`src/rtl/hs2ser_pkg.sv`:
```
package hs2ser_pkg;

  // Control FSM states of the bridge
  typedef enum logic [1:0] {
    ST_IDLE   = 2'd0,  // nothing taken, nothing sent
    ST_GRAB_A = 2'd1,  // trigger high, field a being captured
    ST_EMIT_B = 2'd2   // field b on the output, transfer completes
  } bridge_state_e;

  // Token field indices
  localparam int FIELD_A    = 0;
  localparam int FIELD_B    = 1;
  localparam int NUM_FIELDS = 2;

endpackage

```
`src/rtl/hs2ser_token_store.sv`:
```
module hs2ser_token_store
  import hs2ser_pkg::*;
#(
  parameter int BYTE_W = 8
) (
  input  logic                  clk,
  input  logic                  rst,
  input  logic [NUM_FIELDS-1:0] load_i,
  input  logic [BYTE_W-1:0]     data_i,
  output logic [BYTE_W-1:0]     field_a_o,
  output logic [BYTE_W-1:0]     field_b_o
);

  localparam int TOKEN_W = NUM_FIELDS * BYTE_W;

  logic [TOKEN_W-1:0] token_q;

  // One byte-wide slot per field, each with its own load strobe
  for (genvar f = 0; f < NUM_FIELDS; f++) begin : g_field
    always_ff @(posedge clk) begin
      if (rst) begin
        token_q[f*BYTE_W +: BYTE_W] <= '0;
      end else if (load_i[f]) begin
        token_q[f*BYTE_W +: BYTE_W] <= data_i;
      end
    end
  end

  assign field_a_o = token_q[FIELD_A*BYTE_W +: BYTE_W];
  assign field_b_o = token_q[FIELD_B*BYTE_W +: BYTE_W];

endmodule

```
`src/rtl/hs2ser_ctrl.sv`:
```
module hs2ser_ctrl
  import hs2ser_pkg::*;
(
  input  logic                  clk,
  input  logic                  rst,
  input  logic                  trig_i,
  output logic [NUM_FIELDS-1:0] load_o,
  output logic                  start_o,
  output logic                  done_o
);

  bridge_state_e state_q, state_d;

  always_ff @(posedge clk) begin
    if (rst) begin
      state_q <= ST_IDLE;
    end else begin
      state_q <= state_d;
    end
  end

  // Mealy outputs: the start pulse follows the trigger fall in the same cycle
  always_comb begin
    state_d = state_q;
    load_o  = '0;
    start_o = 1'b0;
    done_o  = 1'b0;
    unique case (state_q)
      ST_IDLE: begin
        if (trig_i) begin
          load_o[FIELD_A] = 1'b1;
          state_d         = ST_GRAB_A;
        end
      end
      ST_GRAB_A: begin
        if (trig_i) begin
          load_o[FIELD_A] = 1'b1;
        end else begin
          load_o[FIELD_B] = 1'b1;
          start_o         = 1'b1;
          state_d         = ST_EMIT_B;
        end
      end
      ST_EMIT_B: begin
        done_o = 1'b1;
        if (trig_i) begin
          load_o[FIELD_A] = 1'b1;
          state_d         = ST_GRAB_A;
        end else begin
          state_d = ST_IDLE;
        end
      end
      default: begin
        state_d = ST_IDLE;
      end
    endcase
  end

endmodule

```
`src/rtl/hs2ser_out_sel.sv`:
```
module hs2ser_out_sel #(
  parameter int BYTE_W = 8
) (
  input  logic              start_i,
  input  logic              done_i,
  input  logic [BYTE_W-1:0] field_a_i,
  input  logic [BYTE_W-1:0] field_b_i,
  output logic [BYTE_W-1:0] data_o
);

  always_comb begin
    if (start_i) begin
      data_o = field_a_i;
    end else if (done_i) begin
      data_o = field_b_i;
    end else begin
      data_o = '0;
    end
  end

endmodule

```
`src/rtl/hs2ser_bridge.sv`:
```
module hs2ser_bridge
  import hs2ser_pkg::*;
#(
  parameter int BYTE_W = 8
) (
  input  logic              clk,
  input  logic              rst,
  input  logic              hs_trig_i,
  input  logic [BYTE_W-1:0] hs_data_i,
  output logic              ser_start_o,
  output logic [BYTE_W-1:0] ser_data_o,
  output logic              xfer_done_o
);

  logic [NUM_FIELDS-1:0] load;
  logic [BYTE_W-1:0]     field_a;
  logic [BYTE_W-1:0]     field_b;
  logic                  start;
  logic                  done;

  hs2ser_ctrl u_ctrl (
    .clk     (clk),
    .rst     (rst),
    .trig_i  (hs_trig_i),
    .load_o  (load),
    .start_o (start),
    .done_o  (done)
  );

  hs2ser_token_store #(.BYTE_W(BYTE_W)) u_store (
    .clk       (clk),
    .rst       (rst),
    .load_i    (load),
    .data_i    (hs_data_i),
    .field_a_o (field_a),
    .field_b_o (field_b)
  );

  hs2ser_out_sel #(.BYTE_W(BYTE_W)) u_sel (
    .start_i   (start),
    .done_i    (done),
    .field_a_i (field_a),
    .field_b_i (field_b),
    .data_o    (ser_data_o)
  );

  assign ser_start_o = start;
  assign xfer_done_o = done;

endmodule

```
`config.mk`:
```
export PLATFORM = sky130hd
export DESIGN_NAME = hs2ser_bridge
export DESIGN_NICKNAME = d
export VERILOG_FILES = /design/src/rtl/hs2ser_pkg.sv /design/src/rtl/hs2ser_token_store.sv /design/src/rtl/hs2ser_ctrl.sv /design/src/rtl/hs2ser_out_sel.sv /design/src/rtl/hs2ser_bridge.sv
export SDC_FILE = /design/constraint.sdc
export NUM_CORES = 1
export LEC_CHECK = 0
export BUFFER_PORTS_ARGS = -buffer_cell sky130_fd_sc_hd__buf_2
export CORE_ASPECT_RATIO = 0.75
export CORE_MARGIN = 5
export CORE_UTILIZATION = 35
export CTS_BUF_LIST = sky130_fd_sc_hd__clkbuf_4
export DETAILED_ROUTE_END_ITERATION = 8
export PLACE_DENSITY = 0.64
export SETUP_SLACK_MARGIN = 0.15
export SLEW_MARGIN = 20
export SYNTH_ARGS = -nofsm -noshare
export SYNTH_HDL_FRONTEND = slang
export SYNTH_SLANG_ARGS = --single-unit
```
`constraint.sdc`:
```
create_clock -name clk -period 1.6 [get_ports clk]
set_input_delay 0.16 -clock clk [delete_from_list [all_inputs] [get_ports clk]]
set_output_delay 0.16 -clock clk [all_outputs]
set_load 0.01 [all_outputs]
```
* After elaboration in Yosys (flattened, before gate mapping)
Cells that the tools add are included.
Word-level totals: bits in registers 18, input port bits 11, output and inout port bits 10, logic and storage cells 21
Cells by class: eq/ne operators 4, mux-type cells 11, reduce and logical (&&, ||, !) cells 3
Operators with widths (count):
- 8-bit 2-to-1 mux | 2
- 1-bit 2-to-1 mux | 6
- 2-bit one-hot mux with 3 select lines | 1
- 2-bit 2-to-1 mux | 2
- 2-bit != test (second input constant) | 2
- 3-bit OR reduction | 1
- 2-bit by 1-bit equality test with 1-bit output (second input constant) | 1
- 2-bit equality test (second input constant) | 1
- 2-bit logical NOT | 1
- 2-bit AND reduction | 1

* Longest topological paths before layout
Gate-level depths: netlist (run 1).
depth after elaboration 4, mapped depth 4, depth with buffers taken out 3

* Cells and area by module
Synthesis (run 1) repeated with hierarchy kept, for this count alone.
Unflattened totals: cell total of the unflattened synthesis 74, area, all modules 777.0 µm²
Modules (own cells, without submodules):
- hs2ser_token_store | instances 1, cells each 52, area each 579.3 µm², sequential area each 320.3 µm²
- hs2ser_out_sel | instances 1, cells each 14, area each 102.6 µm², sequential area each 0.0 µm²
- hs2ser_ctrl | instances 1, cells each 8, area each 95.1 µm², sequential area each 40.0 µm²

* Worst setup path after synthesis (run 1)
OpenSTA, ideal clock, no wires.
path type flip-flop to output port, start register u_ctrl.state_q[0], end output ser_data_o[2], arrival time 1.129 ns, required time 1.440 ns, slack 0.311 ns, cell stages (with the launch flop) 5, path buffers 1, cell sequence dfxtp_1 > or3b_1 > buf_6 > clkinv_4 > a22o_1
Between the ends: elaborated cells between the ends (all ways) 6, classes of those cells 2 x eq/ne; 4 x mux
RTL lines:
- start: declaration | line hs2ser_ctrl.sv:12 | bridge_state_e state_q, state_d;
- start signal: assignment | line hs2ser_ctrl.sv:18 | state_q <= state_d;
- 2-bit by 1-bit equality test with 1-bit output | line hs2ser_ctrl.sv:28 | unique case (state_q)
- 1-bit 2-to-1 mux | line hs2ser_ctrl.sv:28
- net ser_start_o | line hs2ser_bridge.sv:10 | output logic ser_start_o,
- 8-bit 2-to-1 mux | line hs2ser_out_sel.sv:12 | if (start_i) begin
- end: declaration | line hs2ser_bridge.sv:11 | output logic [BYTE_W-1:0] ser_data_o,
The timed path passes the listed nets, and every way through them passes these cells.

* Worst setup path in the final report (run 1)
start register u_ctrl.state_q[1], end output ser_data_o[3]
Between the ends: longest elaborated chain between the ends 4, elaborated cells between the ends (all ways) 6, classes of those cells 2 x eq/ne; 4 x mux
Ends and longest elaborated chain:
- 2-bit equality test | line hs2ser_ctrl.sv:28
- 1-bit 2-to-1 mux | line hs2ser_ctrl.sv:28
- 8-bit 2-to-1 mux | line hs2ser_out_sel.sv:14 | end else if (done_i) begin
- 8-bit 2-to-1 mux * | line hs2ser_out_sel.sv:12
Every way passes the cells marked *; elsewhere a longest branch is shown, timed or not.

==> flow_metrics.tcl, run 1 <==
set metrics [dict create \
    status "finished clean" \
    root_buffer "clkbuf_4" \
    yosysUniqueCellTypes 16 \
    critical_path.max_stage_delay_ns 0.40 \
    core_area_sq_um 2327 \
    async_reset_ff_share_pct 0 \
    crit_required_ns 1.44 \
    synth_simple_gate_area_share_pct 26.76 \
    htreeDepth 1 \
    drc_errors 0 \
    post_synth_xor_area_fraction_pct 0 \
    path_class "reg2out" \
    final_max_slew_viol_count 0 \
    synth_top_family_by_area "simple AND/OR/NAND/NOR gates" \
    area_growth_pct 27.63 \
    die_height_um 53.17 \
    chipWidth_um 67.56 \
    io_buffer_count 20 \
    numPlacedInstances 141 \
    p_sw_uw 211.1 \
    post-route-min-period_ns 1.548 \
    power_frac_comb_pct 14.0 \
    fin_nets 127 \
    clkLatencyLatePin_ns 0.29 \
    ios 21 \
    crit_path_end_kind "primary output" \
    muxShareOfSynthArea_pct 18.42 \
    p_leak_nw 0.4981 \
    clock-skew-final_ns 0.001740 \
    grt_pass1_vias 722 \
    internal_power_uw 620.4 \
    hold_viol_final 0 \
    tritoncts "done" \
    hp-class "in2reg" \
    critPathLaunch "u_ctrl.state_q[1]$_SDFFE_PP0P_" \
    crit_fanout 4 \
    start_util_pct 37.37 \
    first_pass_iters 4 \
    detailroute.via_count 708 \
    tightestPinTransition_ns 0.4660 \
    relSlewSlack_pct 68.75 \
    reg2reg_from "u_ctrl.state_q[1]$_SDFFE_PP0P_" \
    grt_pass1_wl_um 3201 \
    avgViaCountPerCell 4.752 \
    synth_compound_area_share_pct 9.353 \
    cts.clk_slew.worst_paths_ns 0.10 \
    grt.overflow.total 0 \
    yosysSeqAreaShare_pct 41.44 \
    worstPathArrival_ns 1.39 \
    pwr-share-seq_pct 57.6 \
    num_rows 15 \
    drt-total-wl_um 1912 \
    crit_chain "or3b_4 > clkinv_4 > a22o_1 > buf_2" \
    die_area_sq_um 3592 \
    worst_path_max_delay_cell "or3b_4" \
    antenna_found_initial 0 \
    wl_per_cell_um 12.83 \
    switching_share_pct 25.39 \
    cts_inserted_buffers 3 \
    fin_crit_sh_pct 96.75 \
    synthCells 88 \
    clockPowerShare_pct 28.4 \
    rsz0062_at_grt "yes" \
    final_common_cell "nand2b_1" \
    cts.sinks 18 \
    finalSetupViolations 0 \
    synth_seq_cells 18 \
    drtIter0Drc 11 \
    final_cell_mix "nand2b_1, buf_2, mux2i_1, dfxtp_1" \
    synth-adder-area-share_pct 0 \
    utilization_pct 47.69 \
    synth-edff-count 0 \
    n_antenna_cell 0 \
    synthFlopType "dfxtp_1" \
    fmax_mhz 646.0 \
    syn_area_per_cell_sq_um 9.882 \
    yosys_warnings 0 \
    vdd_drop_max_mv 0.4819 \
    hpwl_um 1307 \
    fin_cells 149 \
    detail-route-antenna-nets 0 \
    syn-cell-area_sq_um 869.6 \
    cts_buffer_depth 2 \
    cap_viol_max_count 0 \
    hp-start "hs_data_i[2]" \
    drive_gt1_share_pct 33.91 \
    powerDensity_nw_per_um2 749.2 \
    synth_nets 99 \
    critPathLaunchType "register" \
    setup-tns-final_ns 0 \
    grt_use_total_pct 12.04 \
    grt_max_degree 27 \
    place_congestion 0.6999 \
]
## power groups by stage
| stage | clock network, mW | logic, mW | registers (mW) |
|---|---|---|---|
| finish | 0.236 | 0.117 | 0.479 |
| global route | 0.259 | 0.129 | 0.482 |
| CTS | 0.244 | 0.114 | 0.479 |
| detailed placement | 0 | 0.103 | 0.494 |
| global placement | 0 | 0.0997 | 0.493 |
| floorplan | 0 | 0.0702 | 0.490 |
## critical path, delay by kind of cell, from the launching register on
kind | cells | cell delay, ns
compound gates | 1 | 0.13
buf+inv | 2 | 0.20
flops | 1 | 0.37
simple gates | 1 | 0.40
## state kept, by name, indices dropped and copies added (netlist names)
name and cells:
u_ctrl.state_q 2, u_store.field_b_o 8, u_store.field_a_o 8
## cell type report
type	instances	area [sq um]
clock buffers	3	22.52
repair buffers	28	173.9
inverters	1	8.758
clock inverters	1	3.754
fillers	237	1217
flip-flops and latches	18	367.9
well taps	34	42.54
multi-input cells	64	490.5
## final timing paths
path,slack (ns),end,cells after the start
max,0.05,ser_data_o[3],4
min,0.14,u_store.field_b_o[2]$_SDFFE_PP0P_,3
max reg2reg,0.37,u_store.field_a_o[3]$_SDFFE_PP0P_,3
min reg2reg,0.48,u_store.field_b_o[1]$_SDFFE_PP0P_,2
## synth_stat cells (2+ instances only)
master,number,share of area [%]
a22o_1,2,2.0
mux2i_1,16,18
o22ai_1,4,2.9
o2bb2ai_1,2,2.0
dfxtp_1,18,41
nand2_1,4,1.7
nand2b_1,24,17
clkbuf_1,4,1.7
nor2_1,2,0.86
nand3b_1,6,5.2
## stage by stage
stage	hold WS (ns)	power [mW]	instance area, sq um	setup WS [ns]
floorplan	0.3356	0.5597	869.6	0.3114
global route	0.1427	0.8705	1110	0.01407
global placement	0.4463	0.5930	1016	0.2235
CTS	0.1346	0.8370	1087	0.03639
finish	0.1364	0.8315	1110	0.05198
detailed placement	0.4580	0.5967	1016	0.1885
## cell families after synthesis
kind of cell           after synthesis
flip-flops                          18
AO/OA/AOI/OAI                       10
multiplexers                        16
buffers and inverters                6
AND/OR/NAND/NOR                     38
## metal layers
metal	GRT usage, %	part of all wire (%)	up-vias
met2	21.16	48	16
met5	0	0	-
li1	-	-	356
met1	14.45	47	334
met4	1.010	0.47	0
met3	4.459	3.9	2
## repair_timing
item,4_1_cts,5_1_grt
endpoints found under the setup margin,8,10
buffers inserted,3,1
gates resized for setup,8,3
pin swaps,3,0
hold buffers,0,0
No activity file was read; power rests on OpenSTA's default activity.
==> run 2: changes to the inputs <==
Settings changed: CORE_UTILIZATION 35 to 37, PLACE_DENSITY 0.64 to 0.68.
==> flow_metrics.tcl, run 2 (synthesis results as in run 1) <==
set metrics [dict create \
    status "finished clean" \
    post-route-min-period_ns 1.533 \
    crit_required_ns 1.44 \
    crit_fanout 4 \
    timing.rr.end "u_store.field_a_o[3]$_SDFFE_PP0P_" \
    final_max_slew_viol_count 0 \
    cts.sinks 18 \
    antenna_found_initial 0 \
    drtIter0Drc 18 \
    io_buffer_count 20 \
    grt_use_total_pct 12.74 \
    hpwl_um 1345 \
    relSlewSlack_pct 73.68 \
    final_cell_mix "nand2b_1, buf_2, mux2i_1, dfxtp_1, buf_4" \
    setup_slack_ns 0.06749 \
    hp-start "hs_data_i[1]" \
    drc_errors 0 \
    ios 21 \
    wl_per_cell_um 12.79 \
    setup-tns-final_ns 0 \
    timing.critical_path.buf_inv 2 \
    cap_viol_max_count 0 \
    htreeDepth 1 \
    hold-path-cell-count 3 \
    grt_pass1_wl_um 3236 \
    tightestPinTransition_ns 0.3925 \
    r2r_cells 4 \
    utilization_pct 49.20 \
    cpLargestDelayFamily "simple AND/OR/NAND/NOR gates" \
    clock-skew-final_ns 0.005288 \
    first_pass_iters 3 \
    area_growth_pct 28.49 \
    hp-class "in2reg" \
    pre_cts_ws_ns 0.2671 \
    num_rows 15 \
    fin_crit_sh_pct 95.78 \
    hold_viol_final 0 \
    drive_gt1_share_pct 35.34 \
    grt_pass1_vias 669 \
    finalSetupViolations 0 \
    worst_path_max_delay_cell "or3b_4" \
    root_buffer "clkbuf_4" \
    n_antenna_cell 0 \
    regToRegSetupSlack_ns 0.31 \
    dpl_cell_area_sq_um 1008 \
    grt_max_degree 27 \
    cts_hold_buf 0 \
    fmax_mhz 652.5 \
    cts_inserted_buffers 3 \
    detail-route-antenna-nets 0 \
    final_cell_area_sq_um 1117 \
    critPathLaunchType "register" \
    worstPathArrival_ns 1.37 \
    grt.overflow.total 0 \
    start_util_pct 38.29 \
    crit_chain "or3b_4 > clkinv_4 > a22o_1 > buf_2" \
    cts.clk_slew.worst_paths_ns 0.10 \
    tritoncts "done" \
    path_class "reg2out" \
    detailroute.via_count 699 \
    p_leak_nw 0.5058 \
    drt-total-wl_um 1919 \
    reg2reg_from "u_ctrl.state_q[1]$_SDFFE_PP0P_" \
    rsz0062_at_grt "yes" \
    critPathLaunch "u_ctrl.state_q[1]$_SDFFE_PP0P_" \
    crit_path_end_kind "primary output" \
    fin_nets 128 \
    critical_path.max_stage_delay_ns 0.40 \
    powerDensity_nw_per_um2 744.1 \
    worst_hold_path.endpoint "u_store.field_a_o[1]$_SDFFE_PP0P_" \
    die_area_sq_um 3430 \
    p_total_uw 831.4 \
    vdd_drop_max_mv 0.4780 \
    avgViaCountPerCell 4.660 \
    core_area_sq_um 2271 \
    cts_buffer_depth 2 \
    chipWidth_um 65.98 \
    clkLatencyLatePin_ns 0.30 \
    final_common_cell "nand2b_1" \
    place_congestion 0.7049 \
    die_height_um 51.99 \
]
-- run 2: worst register-to-register path, stage by stage (launching register included) --
cell and delay (ns):
dfxtp_4 0.36, buf_4 0.15, buf_6 0.13, a21boi_2 0.35, mux2i_1 0.23
-- run 2: layout make-up --
cell class                 instances  area (sq um)
fill                             217          1154
timing repair buffer              29         177.7
inverter                           1         8.758
clock inverter                     1         3.754
sequential                        18         365.4
tap                               34         42.54
multi-input combinational         64         496.7
clock buffer                       3         22.52
-- run 2: where the power goes --
part           internal (mW)  leakage (nW)  switching [mW]
clock network         0.0910        0.0154           0.143
registers              0.469         0.149          0.0118
logic                 0.0613         0.342          0.0551
total                  0.621         0.506           0.210
-- run 2: per-layer routing --
layer | vias up | global-route usage (%) | part of all wire, %
met3 | 5 | 5.616 | 7.6
met5 | - | 0 | 0
li1 | 362 | - | -
met2 | 16 | 20.80 | 45
met1 | 316 | 15.40 | 46
met4 | 0 | 3.041 | 0.99
-- run 2: metrics by stage --
step / hold slack [ns] / instances
after global placement: 0.4469 / 140
after floorplan: 0.3356 / 88
final: 0.1355 / 150
after detailed placement: 0.4554 / 140
after CTS: 0.1249 / 148
after global routing: 0.1533 / 150
-- run 2: how the worst max path moves through the flow --
stage,to,slack (ns),cells past startpoint
2_1_floorplan,ser_data_o[2],0.31,4
3_3_place_gp,ser_data_o[3],0.29,4
3_5_place_dp,ser_data_o[3],0.27,4
4_1_cts,ser_data_o[3],0.07,4
5_1_grt,ser_data_o[2],0.009,4
6_report,ser_data_o[2],0.07,4
-- run 2: repair_timing --
action	CTS	global route
setup buffers	4	2
gates resized for setup	8	2
endpoints found under the setup margin	9	10
gates cloned	0	0
pin swaps	3	0
==> run 3: changes to the inputs <==
Settings changed: RECOVER_POWER set to 100.
==> flow_metrics.tcl, run 3 (synthesis results as in run 1) <==
set metrics [dict create \
    status "finished clean" \
    final_cell_mix "nand2b_1, dfxtp_1, mux2i_1, buf_2, nand3b_1" \
    final_max_slew_viol_count 0 \
    grt_pass1_vias 669 \
    cts_buffer_depth 2 \
    die_height_um 51.99 \
    root_buffer "clkbuf_4" \
    ios 21 \
    place_congestion 0.7049 \
    rsz0062_at_grt "yes" \
    area_growth_pct 26.76 \
    p_leak_nw 0.4833 \
    num_rows 15 \
    crit_required_ns 1.44 \
    fin_nets 128 \
    critPathLaunchType "register" \
    die_area_sq_um 3430 \
    hp-class "in2reg" \
    drive_gt1_share_pct 29.31 \
    vdd_drop_max_mv 0.4765 \
    detailroute.via_count 710 \
    powerDensity_nw_per_um2 753.1 \
    cts_hold_buf 0 \
    antenna_found_initial 0 \
    hpwl_um 1345 \
    final_cell_area_sq_um 1102 \
    grt_max_degree 27 \
    grt_use_total_pct 12.74 \
    cts.clk_slew.worst_paths_ns 0.10 \
    final_common_cell "nand2b_1" \
    chipWidth_um 65.98 \
    crit_fanout 4 \
    io_buffer_count 20 \
    worstPathArrival_ns 1.36 \
    drt-total-wl_um 1924 \
    clock-skew-final_ns 0.006117 \
    setup-tns-final_ns 0 \
    fin_crit_sh_pct 95.28 \
    finalSetupViolations 0 \
    grt_pass1_wl_um 3236 \
    post-route-min-period_ns 1.524 \
    detail-route-antenna-nets 0 \
    fillers 224 \
    path_class "reg2out" \
    n_antenna_cell 0 \
    drc_errors 0 \
    utilization_pct 48.54 \
    hold_viol_final 0 \
    relSlewSlack_pct 69.48 \
    cts.sinks 18 \
    tritoncts "done" \
    cap_viol_max_count 0 \
    tightestPinTransition_ns 0.4578 \
    clkLatencyLatePin_ns 0.30 \
    cts_inserted_buffers 3 \
    core_area_sq_um 2271 \
    wl_per_cell_um 12.83 \
    dpl_cell_area_sq_um 1008 \
    first_pass_iters 3 \
    fmax_mhz 656.0 \
    grt.overflow.total 0 \
    start_util_pct 38.29 \
    avgViaCountPerCell 4.733 \
    drtIter0Drc 22 \
    htreeDepth 1 \
    crit_path_end_kind "primary output" \
]
-- run 3: cell types whose count changed in the layout (fill, tap and decap cells not counted), sizes merged --
cell    delta
buf       -11
clkbuf    +11
-- run 3: final cells by class --
| class | count | area [sq um] | share of cell area, % |
|---|---|---|---|
| clock buffer | 3 | 22.52 | 2.043 |
| clock inverter | 1 | 3.754 | 0.3405 |
| inverter | 1 | 8.758 | 0.7945 |
| multi-input combinational | 64 | 496.7 | 45.06 |
| sequential | 18 | 361.6 | 32.80 |
| tap | 34 | 42.54 | 3.859 |
| timing repair buffer | 29 | 166.4 | 15.10 |
-- run 3: routing by layer --
layer	track usage, %	wire length, um
met2	20.80	879
met4	3.041	19
met1	15.40	880
met5	0	0
met3	5.616	145
-- run 3: per-stage QoR --
| step | setup slack [ns] | hold WS (ns) | total power, mW | instances |
|---|---|---|---|---|
| final | 0.07551 | 0.1364 | 0.8302 | 150 |
| after global routing | 0.01314 | 0.1533 | 0.8760 | 150 |
| after CTS | 0.07059 | 0.1249 | 0.8405 | 148 |
| after detailed placement | 0.2671 | 0.4554 | 0.5957 | 140 |
| after global placement | 0.2940 | 0.4469 | 0.5920 | 140 |
| after floorplan | 0.3114 | 0.3356 | 0.5597 | 88 |
-- run 3: path summary, 6_finish.rpt --
check                                                        from                                end  slack, ns  depth (start not counted)
worst min-delay path                                 hs_data_i[1]  u_store.field_a_o[1]$_SDFFE_PP0P_       0.14                          3
worst max-delay path               u_ctrl.state_q[0]$_SDFFE_PP0P_                      ser_data_o[3]       0.08                          4
worst max register to register     u_ctrl.state_q[0]$_SDFFE_PP0P_  u_store.field_b_o[1]$_SDFFE_PP0P_       0.24                          5
worst min register to register  u_store.field_a_o[2]$_SDFFE_PP0P_  u_store.field_a_o[2]$_SDFFE_PP0P_       0.48                          2
-- run 3: timing repair --
item                                    4_1_cts  5_1_grt
gates resized for setup                       8        2
pin swaps                                     3        0
endpoints found under the setup margin        9       10
setup buffers                                 4        2
-- run 3: where the power goes --
group / internal [mW] / switching (mW) / total (mW)
combinational: 0.0589 / 0.0551 / 0.114
clock: 0.0909 / 0.143 / 0.234
sequential: 0.470 / 0.0118 / 0.482
total: 0.620 / 0.210 / 0.830
-- run 3: worst max-delay path, cell delays in order (launching register included) --
cell,delay (ns)
dfxtp_2,0.34
or3b_4,0.40
clkinv_4,0.07
a22o_1,0.12
clkbuf_2,0.13
